<file path="src/rtl/bre_pkg.sv">
package bre_pkg;

  typedef enum logic [1:0] {
    ST_IDLE = 2'd0,
    ST_WAIT = 2'd1,
    ST_XFER = 2'd2,
    ST_PARK = 2'd3
  } bre_state_e;

endpackage

</file>
<file path="src/rtl/bre_rst_sync.sv">
module bre_rst_sync (
  input  logic clk,
  input  logic rst_n,
  output logic rst_n_sync
);

  logic [1:0] sync_q;

  always_ff @(posedge clk or negedge rst_n) begin
    if (!rst_n) begin
      sync_q <= 2'b00;
    end else begin
      sync_q <= {sync_q[0], 1'b1};
    end
  end

  assign rst_n_sync = sync_q[1];

endmodule

</file>
<file path="src/rtl/bre_cfg_reg.sv">
module bre_cfg_reg #(
  parameter int unsigned LAT_W = 3,
  parameter int unsigned LEN_W = 6
) (
  input  logic             clk,
  input  logic             rst_n,
  input  logic             wr_en,
  input  logic [LAT_W-1:0] wr_lat,
  input  logic             wr_hold,
  input  logic [LEN_W-1:0] wr_len,
  output logic [LAT_W-1:0] lat_q,
  output logic             hold_q,
  output logic [LEN_W-1:0] len_q
);

  logic [LAT_W-1:0] lat_d;
  logic             hold_d;
  logic [LEN_W-1:0] len_d;

  always_comb begin
    lat_d  = lat_q;
    hold_d = hold_q;
    len_d  = len_q;
    if (wr_en) begin
      lat_d  = wr_lat;
      hold_d = wr_hold;
      len_d  = wr_len;
    end
  end

  always_ff @(posedge clk or negedge rst_n) begin
    if (!rst_n) begin
      lat_q  <= '0;
      hold_q <= 1'b0;
      len_q  <= '0;
    end else begin
      lat_q  <= lat_d;
      hold_q <= hold_d;
      len_q  <= len_d;
    end
  end

endmodule

</file>
<file path="src/rtl/bre_page_buf.sv">
module bre_page_buf #(
  parameter int unsigned DW = 16,
  parameter int unsigned AW = 8
) (
  input  logic          clk,
  input  logic          rst_n,
  input  logic          wr_en,
  input  logic [AW-1:0] wr_addr,
  input  logic [DW-1:0] wr_data,
  input  logic          rd_en,
  input  logic [AW-1:0] rd_addr,
  output logic [DW-1:0] rd_data
);

  localparam int unsigned DEPTH = 1 << AW;

  logic [DW-1:0] mem [DEPTH];
  logic [DW-1:0] rd_data_q;

  always_ff @(posedge clk) begin
    if (wr_en) begin
      mem[wr_addr] <= wr_data;
    end
  end

  always_ff @(posedge clk or negedge rst_n) begin
    if (!rst_n) begin
      rd_data_q <= '0;
    end else if (rd_en) begin
      rd_data_q <= mem[rd_addr];
    end
  end

  assign rd_data = rd_data_q;

endmodule

</file>
<file path="src/rtl/bre_seq.sv">
module bre_seq
  import bre_pkg::*;
#(
  parameter int unsigned LAT_W = 3,
  parameter int unsigned LEN_W = 6,
  parameter int unsigned AW    = 8
) (
  input  logic             clk,
  input  logic             rst_n,
  input  logic             sel,
  input  logic [LAT_W-1:0] cfg_lat,
  input  logic             cfg_hold,
  input  logic [LEN_W-1:0] cfg_len,
  output logic             rd_en,
  output logic [AW-1:0]    rd_addr,
  output logic             bus_oe,
  output logic             word_valid,
  output logic             done_pulse
);

  bre_state_e       state_q, state_d;
  logic [LAT_W-1:0] wait_q, wait_d;
  logic [LEN_W-1:0] left_q, left_d;
  logic             hold_q, hold_d;
  logic             phase_q, phase_d;
  logic [AW-1:0]    ptr_q, ptr_d;
  logic             done_q, done_d;

  // next-state logic
  always_comb begin
    state_d = state_q;
    wait_d  = wait_q;
    left_d  = left_q;
    hold_d  = hold_q;
    phase_d = phase_q;
    done_d  = 1'b0;
    rd_en   = 1'b0;
    if (!sel) begin
      state_d = ST_IDLE;
    end else begin
      unique case (state_q)
        ST_IDLE: begin
          if (cfg_len != '0) begin
            state_d = ST_WAIT;
            wait_d  = cfg_lat;
            hold_d  = cfg_hold;
            left_d  = cfg_len - 1'b1;
          end
        end
        ST_WAIT: begin
          if (wait_q == '0) begin
            rd_en   = 1'b1;
            phase_d = 1'b0;
            state_d = ST_XFER;
          end else begin
            wait_d = wait_q - 1'b1;
          end
        end
        ST_XFER: begin
          if (hold_q && !phase_q) begin
            phase_d = 1'b1;
          end else if (left_q == '0) begin
            state_d = ST_PARK;
            done_d  = 1'b1;
          end else begin
            rd_en   = 1'b1;
            left_d  = left_q - 1'b1;
            phase_d = 1'b0;
          end
        end
        ST_PARK: begin
          state_d = ST_PARK;
        end
        default: state_d = ST_IDLE;
      endcase
    end
    ptr_d = rd_en ? ptr_q + 1'b1 : ptr_q;
  end

  // registers
  always_ff @(posedge clk or negedge rst_n) begin
    if (!rst_n) begin
      state_q <= ST_IDLE;
      wait_q  <= '0;
      left_q  <= '0;
      hold_q  <= 1'b0;
      phase_q <= 1'b0;
      ptr_q   <= '0;
      done_q  <= 1'b0;
    end else begin
      state_q <= state_d;
      wait_q  <= wait_d;
      left_q  <= left_d;
      hold_q  <= hold_d;
      phase_q <= phase_d;
      ptr_q   <= ptr_d;
      done_q  <= done_d;
    end
  end

  assign rd_addr    = ptr_q;
  assign word_valid = (state_q == ST_XFER);
  assign bus_oe     = (state_q == ST_XFER) || (state_q == ST_PARK);
  assign done_pulse = done_q;

endmodule

</file>
<file path="src/rtl/burst_read_engine.sv">
module burst_read_engine #(
  parameter int unsigned DW    = 16,
  parameter int unsigned AW    = 8,
  parameter int unsigned LAT_W = 3,
  parameter int unsigned LEN_W = 6
) (
  input  logic             clk,
  input  logic             rst_n,
  input  logic             cfg_we,
  input  logic [LAT_W-1:0] cfg_lat,
  input  logic             cfg_hold,
  input  logic [LEN_W-1:0] cfg_len,
  input  logic             buf_we,
  input  logic [AW-1:0]    buf_waddr,
  input  logic [DW-1:0]    buf_wdata,
  input  logic             ce_n,
  input  logic             oe_n,
  output logic [DW-1:0]    data_out,
  output logic             data_oe,
  output logic             data_valid,
  output logic             burst_done
);

  logic             rst_n_int;
  logic [LAT_W-1:0] lat_r;
  logic             hold_r;
  logic [LEN_W-1:0] len_r;
  logic             rd_en;
  logic [AW-1:0]    rd_addr;
  logic [DW-1:0]    rd_data;
  logic             bus_oe;
  logic             sel;

  assign sel = !ce_n && !oe_n;

  bre_rst_sync u_rst (
    .clk        (clk),
    .rst_n      (rst_n),
    .rst_n_sync (rst_n_int)
  );

  bre_cfg_reg #(.LAT_W(LAT_W), .LEN_W(LEN_W)) u_cfg (
    .clk     (clk),
    .rst_n   (rst_n_int),
    .wr_en   (cfg_we),
    .wr_lat  (cfg_lat),
    .wr_hold (cfg_hold),
    .wr_len  (cfg_len),
    .lat_q   (lat_r),
    .hold_q  (hold_r),
    .len_q   (len_r)
  );

  bre_page_buf #(.DW(DW), .AW(AW)) u_buf (
    .clk     (clk),
    .rst_n   (rst_n_int),
    .wr_en   (buf_we),
    .wr_addr (buf_waddr),
    .wr_data (buf_wdata),
    .rd_en   (rd_en),
    .rd_addr (rd_addr),
    .rd_data (rd_data)
  );

  bre_seq #(.LAT_W(LAT_W), .LEN_W(LEN_W), .AW(AW)) u_seq (
    .clk        (clk),
    .rst_n      (rst_n_int),
    .sel        (sel),
    .cfg_lat    (lat_r),
    .cfg_hold   (hold_r),
    .cfg_len    (len_r),
    .rd_en      (rd_en),
    .rd_addr    (rd_addr),
    .bus_oe     (bus_oe),
    .word_valid (data_valid),
    .done_pulse (burst_done)
  );

  // bus is quiet (all zero) whenever it is not driven
  for (genvar b = 0; b < DW; b++) begin : g_mask
    assign data_out[b] = rd_data[b] & bus_oe;
  end

  assign data_oe = bus_oe;

endmodule

</file>
<file path="config.mk">
export PLATFORM = sky130hd
export DESIGN_NAME = burst_read_engine
export DESIGN_NICKNAME = d
export VERILOG_FILES = /design/src/rtl/bre_pkg.sv /design/src/rtl/bre_rst_sync.sv /design/src/rtl/bre_cfg_reg.sv /design/src/rtl/bre_page_buf.sv /design/src/rtl/bre_seq.sv /design/src/rtl/burst_read_engine.sv
export SDC_FILE = /design/constraint.sdc
export NUM_CORES = 2
export LEC_CHECK = 0
export BUFFER_PORTS_ARGS = -buffer_cell sky130_fd_sc_hd__buf_2
export CORE_ASPECT_RATIO = 1.25
export CORE_MARGIN = 2
export CORE_UTILIZATION = 43
export DETAILED_ROUTE_END_ITERATION = 10
export HOLD_SLACK_MARGIN = 0.05
export SLEW_MARGIN = 20
export SYNTH_ARGS = -nofsm -noshare
export SYNTH_HDL_FRONTEND = slang
export SYNTH_SLANG_ARGS = --single-unit
</file>
<file path="constraint.sdc">
create_clock -name clk -period 2.45 [get_ports clk]
set_input_delay 0.245 -clock clk [delete_from_list [all_inputs] [get_ports clk]]
set_output_delay 0.245 -clock clk [all_outputs]
set_load 0.02 [all_outputs]
</file>
==> reports/metrics.cfg <==
[job]
cap_violations=0

[finish]
seq_area_um2=124300
design_area_um2=196100
n_fill_cell=28540
nNetsFinal=8761
area_growth_pct=22.24
final_util_pct=52.85
drive_above_1_share_pct=37.10
final_cells=13970
multiInputGateArea_um2=35280

[sta]
setup_ws_ns=-1.118
skew_ns=0.06017
max_freq_mhz=280.3
setup_viol=33
layout_min_cycle_time_ns=3.568
rsz0062_at_grt=true
hold_ws_ns=0.1267
min_period_over_period_pct=145.6
worstMarginPinSlew_ns=1.084
maxSlewHeadroom_pct=26.98
slew_viol_final=0
hold_viol=0

[yosys]
synth-async-reset-ratio_pct=1.206
ys.flop_type=edfxtp_1
ys_seq_area_share_pct=77.47
ys_ff_latch=4146
syn_nets=7318
synth_area_um2=160400
yosysMostFrequentCell=edfxtp_1
synth_cell_types=71
synth_area_leaders=edfxtp_1 (77%), mux4_2 (14%), mux2i_1 (2.5%)
yosys_warnings=0
yosys.area.top_type=edfxtp_1
synthTopCellsByCount=edfxtp_1 (4096), mux4_2 (973), mux2i_1 (395)
avgSynthCellArea_um2=22.06
syn_inst=7269
synth-edff-count=4096
synth_top_area_share_pct=76.69

[clock_tree]
insertion_delay_ns=1.00
clockBufferDepth=4
h-tree-depth=5
cts_tree=built
cts.clk_slew.worst_paths_ns=0.07
clockRootBuffer=clkbuf_16
numClockSinks=4146
cts_buffers=401

[die]
die_w_um=550.2
start_util_pct=43.23
io_pins=59
dieHeight_um=686.8
dieArea_um2=377900
rows=250
coreArea_um2=371000

[worst_setup_path]
cp_slowest_cell=mux4_2
crit_chain=buf_12 > buf_16 > buf_16 > buf_12 > mux4_2 > mux4_2 > a22oi_2 > buf_4 > a311o_1 > buf_4 > o211ai_1
max_stage_delay_ns=0.56
rrSetupSlack_ns=-1.12
required_ns=3.32
worstPathArrival_ns=4.44
r2r_start=u_seq.rd_addr[0]
cpLargestDelayFamily=buffers and inverters
crit-reg2reg-capture=u_buf.rd_data[8]
worst-setup-path-type=reg -> reg
endpoint_kind=register
rr_worst_depth=11
cp.buffers_inverters=6
worstPathMaxFanout=6
cp-start-kind=register

[run_status]
status=complete, but fails checks
violations=setup timing

[route]
first_pass_iters=6
ant_nets=0
via_per_inst=6.019
drc_errors=0
dr_total_vias=84100
wl_um=479600
drt_iter0_drc=11180
wl_per_cell_um=34.33

[grt]
antenna_found_initial=24
grt.overflow.total=0
grt_pass1_vias=83970
grt_pass1_wl_um=662600
grt_usage_pct=25.09
grt_max_degree=130

[placement]
hpwl_um=304700
numPortBuffers=58
placedCellCount=13050
place_area_um2=178800
place.gp.congestion=0.9329

[worst_hold_path]
min_to=u_buf.mem[167][12]
hold-path-cell-count=4
hold_start=buf_waddr[0]
hp-class=in -> reg

[pwr]
finalPower_mw=167.8
powerDensity_nw_per_um2=855.9
p_leak_nw=62.19
ir_drop_uv=705.6

-- cell usage in the layout, fill, tap and decap left out, drive strengths merged, types with 27 or more instances in the layout --
cell	count
edfxtp	4096
buf	1403
mux4	980
clkbuf	499
mux2i	395
nor2	320
nand2	173
clkinv	163
a21oi	107
o21ai	92
a22oi	64
dlygate4sd3	58
o22ai	58
bufinv	55
nand3	54
a221oi	52
dfrtp	50
nor2b	44
o221ai	35
inv	35
a31oi	28
a211oi	27
-- report_power, final --
group          switching (mW)  internal [mW]  total [mW]
clock network            27.0           36.5        63.4
registers               0.183           78.2        78.4
logic                    12.1           14.0        26.0
-- flip-flops by register name, indices dropped and copies added, names as in the netlist --
signal,count
u_cfg.hold_q,1
u_seq.left_q,6
u_rst.sync_q,2
u_seq.phase_q,1
u_seq.done_pulse,1
u_buf.mem,4096
u_seq.hold_q,1
u_buf.rd_data,16
u_seq.wait_q,3
u_seq.state_q,2
u_cfg.len_q,6
u_cfg.lat_q,3
u_seq.rd_addr,8
-- layout make-up --
cell class | instances | area share (%)
Sequential cell | 4146 | 63.39
Multi-Input combinational cell | 2677 | 18.00
Timing Repair Buffer | 1469 | 8.616
Clock buffer | 492 | 5.373
Tap cell | 4914 | 3.136
Clock inverter | 250 | 1.444
Inverter | 17 | 0.04021
Antenna cell | 6 | 0.007658
-- timing repair --
action,4_1_cts,5_1_grt
pin swaps,33,50
setup buffers,64,58
endpoints found under the hold margin,3621,0
setup endpoints to repair,33,37
gates resized for setup,313,157
cloned,8,6
hold buffers,58,0
-- cell families after synthesis --
family	share of synthesized area (%)
flip-flops	77.47
buffers and inverters	1.669
adder cells (fa/ha/maj)	0.07021
AO/OA/AOI/OAI	2.514
other	0.002338
multiplexers	16.40
AND/OR/NAND/NOR	1.809
XOR/XNOR	0.06007
-- metal layers --
layer	global-route usage, %	wire (µm)
met3	4.385	42200
met2	40.58	232500
met4	10.46	22960
met1	33.71	181800
met5	0	168
-- worst register-to-register path, cell delays in order (launching register included) --
cell,delay [ns]
dfrtp_4,0.49
buf_12,0.16
buf_16,0.17
buf_16,0.17
buf_12,0.13
mux4_2,0.43
mux4_2,0.56
a22oi_2,0.54
buf_4,0.23
a311o_1,0.32
buf_4,0.18
o211ai_1,0.08
-- through the flow --
stage | setup WS, ns | setup TNS [ns]
6_report | -1.118 | -19.55
5_1_grt | -1.064 | -21.11
4_1_cts | -1.073 | -20.06
3_5_place_dp | -1.830 | -22.42
3_3_place_gp | -1.961 | -23.39
2_1_floorplan | -0.07756 | -0.7540
-- how the worst max path moves through the flow --
stage | endpoint | start | depth (start not counted)
final | u_buf.rd_data[8] | u_seq.rd_addr[0] | 11
after CTS | u_buf.rd_data[8] | u_seq.rd_addr[0] | 11
after detailed placement | u_buf.rd_data[1] | u_seq.rd_addr[0] | 12
after global placement | u_buf.rd_data[1] | u_seq.rd_addr[0] | 12
after global routing | u_buf.rd_data[8] | u_seq.rd_addr[0] | 11
after floorplan | u_buf.rd_data[15] | u_seq.rd_addr[0] | 10
No activity file was read; power rests on OpenSTA's default activity.
